==> config.mk <==
export PLATFORM = sky130hd
export DESIGN_NAME = burst_src
export DESIGN_NICKNAME = d
export VERILOG_FILES = /design/src/rtl/burst_src_pkg.sv /design/src/rtl/burst_src_buf.sv /design/src/rtl/burst_src_addr.sv /design/src/rtl/burst_src_ctrl.sv /design/src/rtl/burst_src.sv
export SDC_FILE = /design/constraint.sdc
export NUM_CORES = 1
export LEC_CHECK = 0
export BUFFER_PORTS_ARGS = -buffer_cell sky130_fd_sc_hd__buf_2
export CAP_MARGIN = 20
export CORE_MARGIN = 1
export CORE_UTILIZATION = 50
export CTS_BUF_LIST = sky130_fd_sc_hd__clkbuf_2
export DETAILED_ROUTE_END_ITERATION = 8
export PLACE_DENSITY = 0.65
export SLEW_MARGIN = 0
export SYNTH_ARGS = -nofsm -noshare
export SYNTH_HDL_FRONTEND = slang
export SYNTH_SLANG_ARGS = --single-unit
==> constraint.sdc <==
create_clock -name clk_i -period 1.84 [get_ports clk_i]
set_input_delay 0 -clock clk_i [delete_from_list [all_inputs] [get_ports clk_i]]
set_output_delay 0 -clock clk_i [all_outputs]
set_load 0.01 [all_outputs]
==> src/rtl/burst_src_pkg.sv <==
package burst_src_pkg;
  typedef enum logic [1:0] {
    ST_IDLE  = 2'd0,
    ST_WAIT  = 2'd1,
    ST_BURST = 2'd2,
    ST_FIN   = 2'd3
  } bsrc_state_e;
endpackage

==> src/rtl/burst_src_buf.sv <==
module burst_src_buf #(
  parameter int DATA_W    = 24,
  parameter int FRAME_LEN = 16,
  localparam int ADDR_W   = $clog2(FRAME_LEN)
) (
  input  logic              clk_i,
  input  logic              wr_en_i,
  input  logic [ADDR_W-1:0] wr_addr_i,
  input  logic [DATA_W-1:0] wr_data_i,
  input  logic [ADDR_W-1:0] rd_addr_i,
  output logic [DATA_W-1:0] rd_data_o
);
  localparam logic [ADDR_W-1:0] LAST_ADDR = ADDR_W'(FRAME_LEN - 1);

  logic [DATA_W-1:0] mem_q [FRAME_LEN];

  always_ff @(posedge clk_i) begin
    if (wr_en_i && wr_addr_i <= LAST_ADDR) mem_q[wr_addr_i] <= wr_data_i;
  end

  assign rd_data_o = mem_q[rd_addr_i];
endmodule

==> src/rtl/burst_src_addr.sv <==
module burst_src_addr #(
  parameter int FRAME_LEN = 16,
  localparam int ADDR_W   = $clog2(FRAME_LEN)
) (
  input  logic              clk_i,
  input  logic              rst_ni,
  input  logic              en_i,
  output logic [ADDR_W-1:0] addr_o,
  output logic              last_o
);
  localparam logic [ADDR_W-1:0] LAST_ADDR = ADDR_W'(FRAME_LEN - 1);

  logic [ADDR_W-1:0] addr_q;

  always_ff @(posedge clk_i or negedge rst_ni) begin
    if (!rst_ni)                     addr_q <= '0;
    else if (!en_i || last_o)        addr_q <= '0;
    else                             addr_q <= addr_q + ADDR_W'(1);
  end

  assign addr_o = addr_q;
  assign last_o = en_i && (addr_q == LAST_ADDR);

  AST_ADDR_IN_RANGE: assert property (@(posedge clk_i) disable iff (!rst_ni)
    addr_q <= LAST_ADDR);
  AST_ADDR_STEP: assert property (@(posedge clk_i) disable iff (!rst_ni)
    (en_i && $past(en_i) && addr_q != '0) |-> addr_q == $past(addr_q) + ADDR_W'(1));
endmodule

==> src/rtl/burst_src_ctrl.sv <==
module burst_src_ctrl
  import burst_src_pkg::*;
#(
  parameter int ITER_W = 4
) (
  input  logic              clk_i,
  input  logic              rst_ni,
  input  logic              start_i,
  input  logic              single_i,
  input  logic [ITER_W-1:0] iter_i,
  input  logic              req_i,
  input  logic              last_i,
  output logic              burst_o,
  output logic              done_o
);
  bsrc_state_e       state_q;
  logic [ITER_W-1:0] left_q;

  always_ff @(posedge clk_i or negedge rst_ni) begin
    if (!rst_ni) begin
      state_q <= ST_IDLE;
      left_q  <= '0;
    end else begin
      unique case (state_q)
        ST_IDLE: if (start_i) begin
          if (single_i) begin
            left_q  <= ITER_W'(1);
            state_q <= ST_BURST;
          end else if (iter_i == '0) begin
            state_q <= ST_FIN;
          end else begin
            left_q  <= iter_i;
            state_q <= ST_WAIT;
          end
        end
        ST_WAIT: if (req_i) state_q <= ST_BURST;
        ST_BURST: if (last_i) begin
          left_q  <= left_q - ITER_W'(1);
          state_q <= (left_q == ITER_W'(1)) ? ST_FIN : ST_WAIT;
        end
        ST_FIN:  state_q <= ST_IDLE;
        default: state_q <= ST_IDLE;
      endcase
    end
  end

  assign burst_o = (state_q == ST_BURST);
  assign done_o  = (state_q == ST_FIN);

  AST_WAIT_LEFT_NONZERO: assert property (@(posedge clk_i) disable iff (!rst_ni)
    (state_q == ST_WAIT) |-> left_q != '0);
  AST_BURST_LEFT_NONZERO: assert property (@(posedge clk_i) disable iff (!rst_ni)
    (state_q == ST_BURST) |-> left_q != '0);
  AST_IDLE_HOLDS_NO_START: assert property (@(posedge clk_i) disable iff (!rst_ni)
    (state_q == ST_IDLE && !start_i) |=> state_q == ST_IDLE);
endmodule

==> src/rtl/burst_src.sv <==
module burst_src #(
  parameter int DATA_W    = 24,
  parameter int ITER_W    = 4,
  parameter int FRAME_LEN = 16,
  localparam int ADDR_W   = $clog2(FRAME_LEN)
) (
  input  logic              clk_i,
  input  logic              rst_ni,
  input  logic              start_i,
  input  logic              single_i,
  input  logic [ITER_W-1:0] iter_i,
  input  logic              req_i,
  input  logic              wr_en_i,
  input  logic [ADDR_W-1:0] wr_addr_i,
  input  logic [DATA_W-1:0] wr_data_i,
  output logic [DATA_W-1:0] data_o,
  output logic              valid_o,
  output logic              done_o
);
  logic              burst;
  logic              last;
  logic [ADDR_W-1:0] rd_addr;

  burst_src_ctrl #(.ITER_W(ITER_W)) u_ctrl (
    .clk_i, .rst_ni, .start_i, .single_i, .iter_i, .req_i,
    .last_i(last), .burst_o(burst), .done_o
  );

  burst_src_addr #(.FRAME_LEN(FRAME_LEN)) u_addr (
    .clk_i, .rst_ni, .en_i(burst), .addr_o(rd_addr), .last_o(last)
  );

  burst_src_buf #(.DATA_W(DATA_W), .FRAME_LEN(FRAME_LEN)) u_buf (
    .clk_i, .wr_en_i, .wr_addr_i, .wr_data_i,
    .rd_addr_i(rd_addr), .rd_data_o(data_o)
  );

  assign valid_o = burst;

  AST_BURST_HAS_CAUSE: assert property (@(posedge clk_i) disable iff (!rst_ni)
    $rose(valid_o) |-> ($past(req_i) || $past(start_i && single_i)));
  AST_DONE_ONE_CYCLE: assert property (@(posedge clk_i) disable iff (!rst_ni)
    done_o |=> !done_o);
  AST_DONE_NOT_VALID: assert property (@(posedge clk_i) disable iff (!rst_ni)
    done_o |-> !valid_o);
  AST_DONE_THEN_QUIET: assert property (@(posedge clk_i) disable iff (!rst_ni)
    done_o |=> !valid_o);
endmodule

==> impl_metrics.ini <==
[run_status]
outcome = finished with violations
violations = setup timing

[layout]
area_delta_synth_final_pct = 22.6
nets = 985
fin_area_mm2 = 0.0186
final_cells = 1399
n_fill_cell = 2075
final_util = 0.625
drive_gt1_frac = 0.432

[pwr]
irDropWorstVdd_uv = 738
power_frac_clock = 0.248
p_int_mw = 15.7
power_density_mw_per_mm2 = 1190
switching_share = 0.289
power.total_mw = 22.1
net-switching-power_mw = 6.38
p_leak_nw = 6.16
combPwrFrac = 0.286
seq_power_share = 0.466

[sta]
maxSlewViolCount = 0
tightest_slew_ns = 0.554
setup_violations = 28
skew_ns = 0.00959
fin_crit_sh = 1.43
min_period_ns = 2.64
finalHoldViolCount = 0
rsz0062_at_grt = true
whs_ns = 0.0781
relSlewSlack = 0.629
fmax_mhz = 379
setup_slack_ns = -0.799
tns_ns = -18.81

[clock_network]
clock_latency_ns = 0.85
cts_tree = yes
clock_path_buffers = 3
cts_buffers = 98
htree_num_levels = 3
clkSinkCount = 394
clk_pin_slew_worst_paths_ns = 0.09
cts-root-buf = clkbuf_2

[yosys]
synth_top_area_frac = 0.762
synthArstFlopShare = 0.0254
synthAdderAreaFrac = 0.00248
yosys-top-cells-count = edfxtp_1 (384), mux4_2 (96), a22oi_1 (30)
syn_area_mm2 = 0.0151
synth_edf_count = 384
syn_inst = 676
synth_xor_area_frac = 0.00116
synth-compound-area-share = 0.0384
seq_area_frac_synth = 0.778
yosys_most_used_dff = edfxtp_1
synth_cell_types = 37
synth.area.mux_share = 0.143
synth-simple-area-share = 0.0222
synth-seq-cells = 394
synth.area.top_cells = edfxtp_1 (76%), mux4_2 (14%), dfrtp_1 (1.7%)
syn_nets = 717
yosysMostFrequentCell = edfxtp_1
avgSynthCellArea_um2 = 22.4
synth_largest_area_cell = edfxtp_1
synth_warnings = 0
synth_top_family_by_area = multiplexers

[drt]
drt-initial-drc-count = 751
ant_nets = 0
firstDrtPassIters = 5
routed_via_density = 5.75
wirelength_um = 34300
drc = 0
vias = 8042
wl_per_cell_um = 24.5

[die]
fp-row-count = 63
initial_core_util = 0.509
io_pins = 64
die_w_um = 176
dieArea_mm2 = 0.0310
die_h_um = 176
coreArea_mm2 = 0.0297

[flow_run]
maxCapViolCount = 0

[worst_hold_path]
hp-class = primary input to flip-flop
min_to = u_buf.mem_q[12][22]$_DFFE_PP_
hp-start = wr_data_i[22]
min_path_cells = 2

[place]
placedCellCount = 1142
place.gp.congestion = 0.752
io_buffers = 63
dp_hpwl_um = 17700
dpl_cell_area_mm2 = 0.0165
post-place-ws_ns = 0.00362

[grt]
antenna_found_initial = 1
grt_pass1_wl_um = 50800
grt.overflow.total = 0
grt_max_degree = 25
grt_pass1_vias = 8569
grt_usage = 0.228

[critical_path]
crit_fanout = 8
worstPathRequired_ns = 1.84
r2r-start = u_addr.addr_o[0]$_DFF_PN0_
reg2reg_slack_ns = -0.17
worstSetupPathType = flip-flop to primary output
end_kind = primary output
reg2regPathDepth = 6
arrival_ns = 2.64
crit-reg2reg-capture = u_ctrl.left_q[0]$_DFFE_PN0P_
critPathLaunch = u_addr.addr_o[0]$_DFF_PN0_
start_kind = flip-flop
==> flip-flops by register name, indices dropped and copies added (netlist names) <==
| register | count |
|---|---|
| u_buf.mem_q | 384 |
| u_addr.addr_o | 4 |
| u_ctrl.left_q | 4 |
| u_ctrl.state_q | 2 |
==> layout by cell type (no fill, tap or decap), types with 4 or more instances in the layout <==
master | Yosys | layout
a21oi_1 | 4 | 4
a22oi_1 | 30 | 8
a22oi_2 | 18 | 40
buf_12 | 1 | 29
buf_16 | 0 | 4
buf_2 | 13 | 61
buf_4 | 4 | 18
buf_6 | 1 | 6
clkbuf_2 | 0 | 139
clkinv_1 | 0 | 17
dfrtp_1 | 10 | 6
dlygate4sd3_1 | 0 | 80
edfxtp_1 | 384 | 384
inv_1 | 5 | 4
mux4_2 | 96 | 96
nand2_1 | 28 | 27
nand2b_1 | 5 | 4
nor2_1 | 23 | 10
nor2_2 | 0 | 13
nor3_4 | 0 | 4
==> cell families after synthesis <==
group	count (synthesis)
flip-flops	394
multiplexers	96
AND/OR/NAND/NOR	75
AO/OA/AOI/OAI	67
buffers and inverters	39
adder cells (fa/ha/maj)	3
XOR/XNOR	2
==> area by class of cell <==
type,instances,area [um^2],share of cell area
diodes,2,5.00,0.000270
clock buffers,139,696,0.0375
flip-flops and latches,394,11800,0.635
multi-input cells,243,3350,0.180
repair buffers,202,2080,0.112
well taps,390,488,0.0263
inverters,5,21.3,0.00115
clock inverters,24,134,0.00721
==> critical path, cell delays in order, from the launching register on <==
cell and delay [ns]:
dfrtp_4 0.44, buf_12 0.14, buf_12 0.15, buf_12 0.14, mux4_2 0.55, a22oi_2 0.15
nand2_1 0.08, buf_2 0.14
==> layer usage <==
metal	vias to the layer above	track usage	wire length (um)
met1	4170	0.321	14500
met4	0	0.0819	743
met2	345	0.361	16800
met5	-	0	0
li1	3472	-	-
met3	55	0.0403	2190
==> power by group through the flow <==
stage          registers (mW)  clock network [mW]  logic [mW]
6_report                 10.3                5.48        6.31
5_1_grt                  10.3                6.06        6.69
4_1_cts                  10.3                5.65        6.08
3_5_place_dp             10.5                   0        5.26
3_3_place_gp             10.5                   0        5.15
2_1_floorplan            10.4                   0        3.66
==> what timing repair did <==
action                                  in CTS  in global routing
endpoints found under the hold margin      784                  0
cloned                                       3                  2
resized for setup                           32                 15
buffers inserted                             5                  2
hold buffers                                81                  0
pin swaps                                   15                  4
endpoints found under the setup margin      25                 50
==> how the worst max path moves through the flow <==
| stage | endpoint | slack, ns |
|---|---|---|
| 4_1_cts | data_o[23] | -0.87 |
| 3_5_place_dp | data_o[15] | 0.004 |
| 2_1_floorplan | u_buf.mem_q[1][0]$_DFFE_PP_ | -0.14 |
| 5_1_grt | data_o[21] | -0.93 |
| 3_3_place_gp | data_o[17] | 0.03 |
| 6_report | data_o[21] | -0.80 |
No activity file was read; power rests on OpenSTA's default activity.
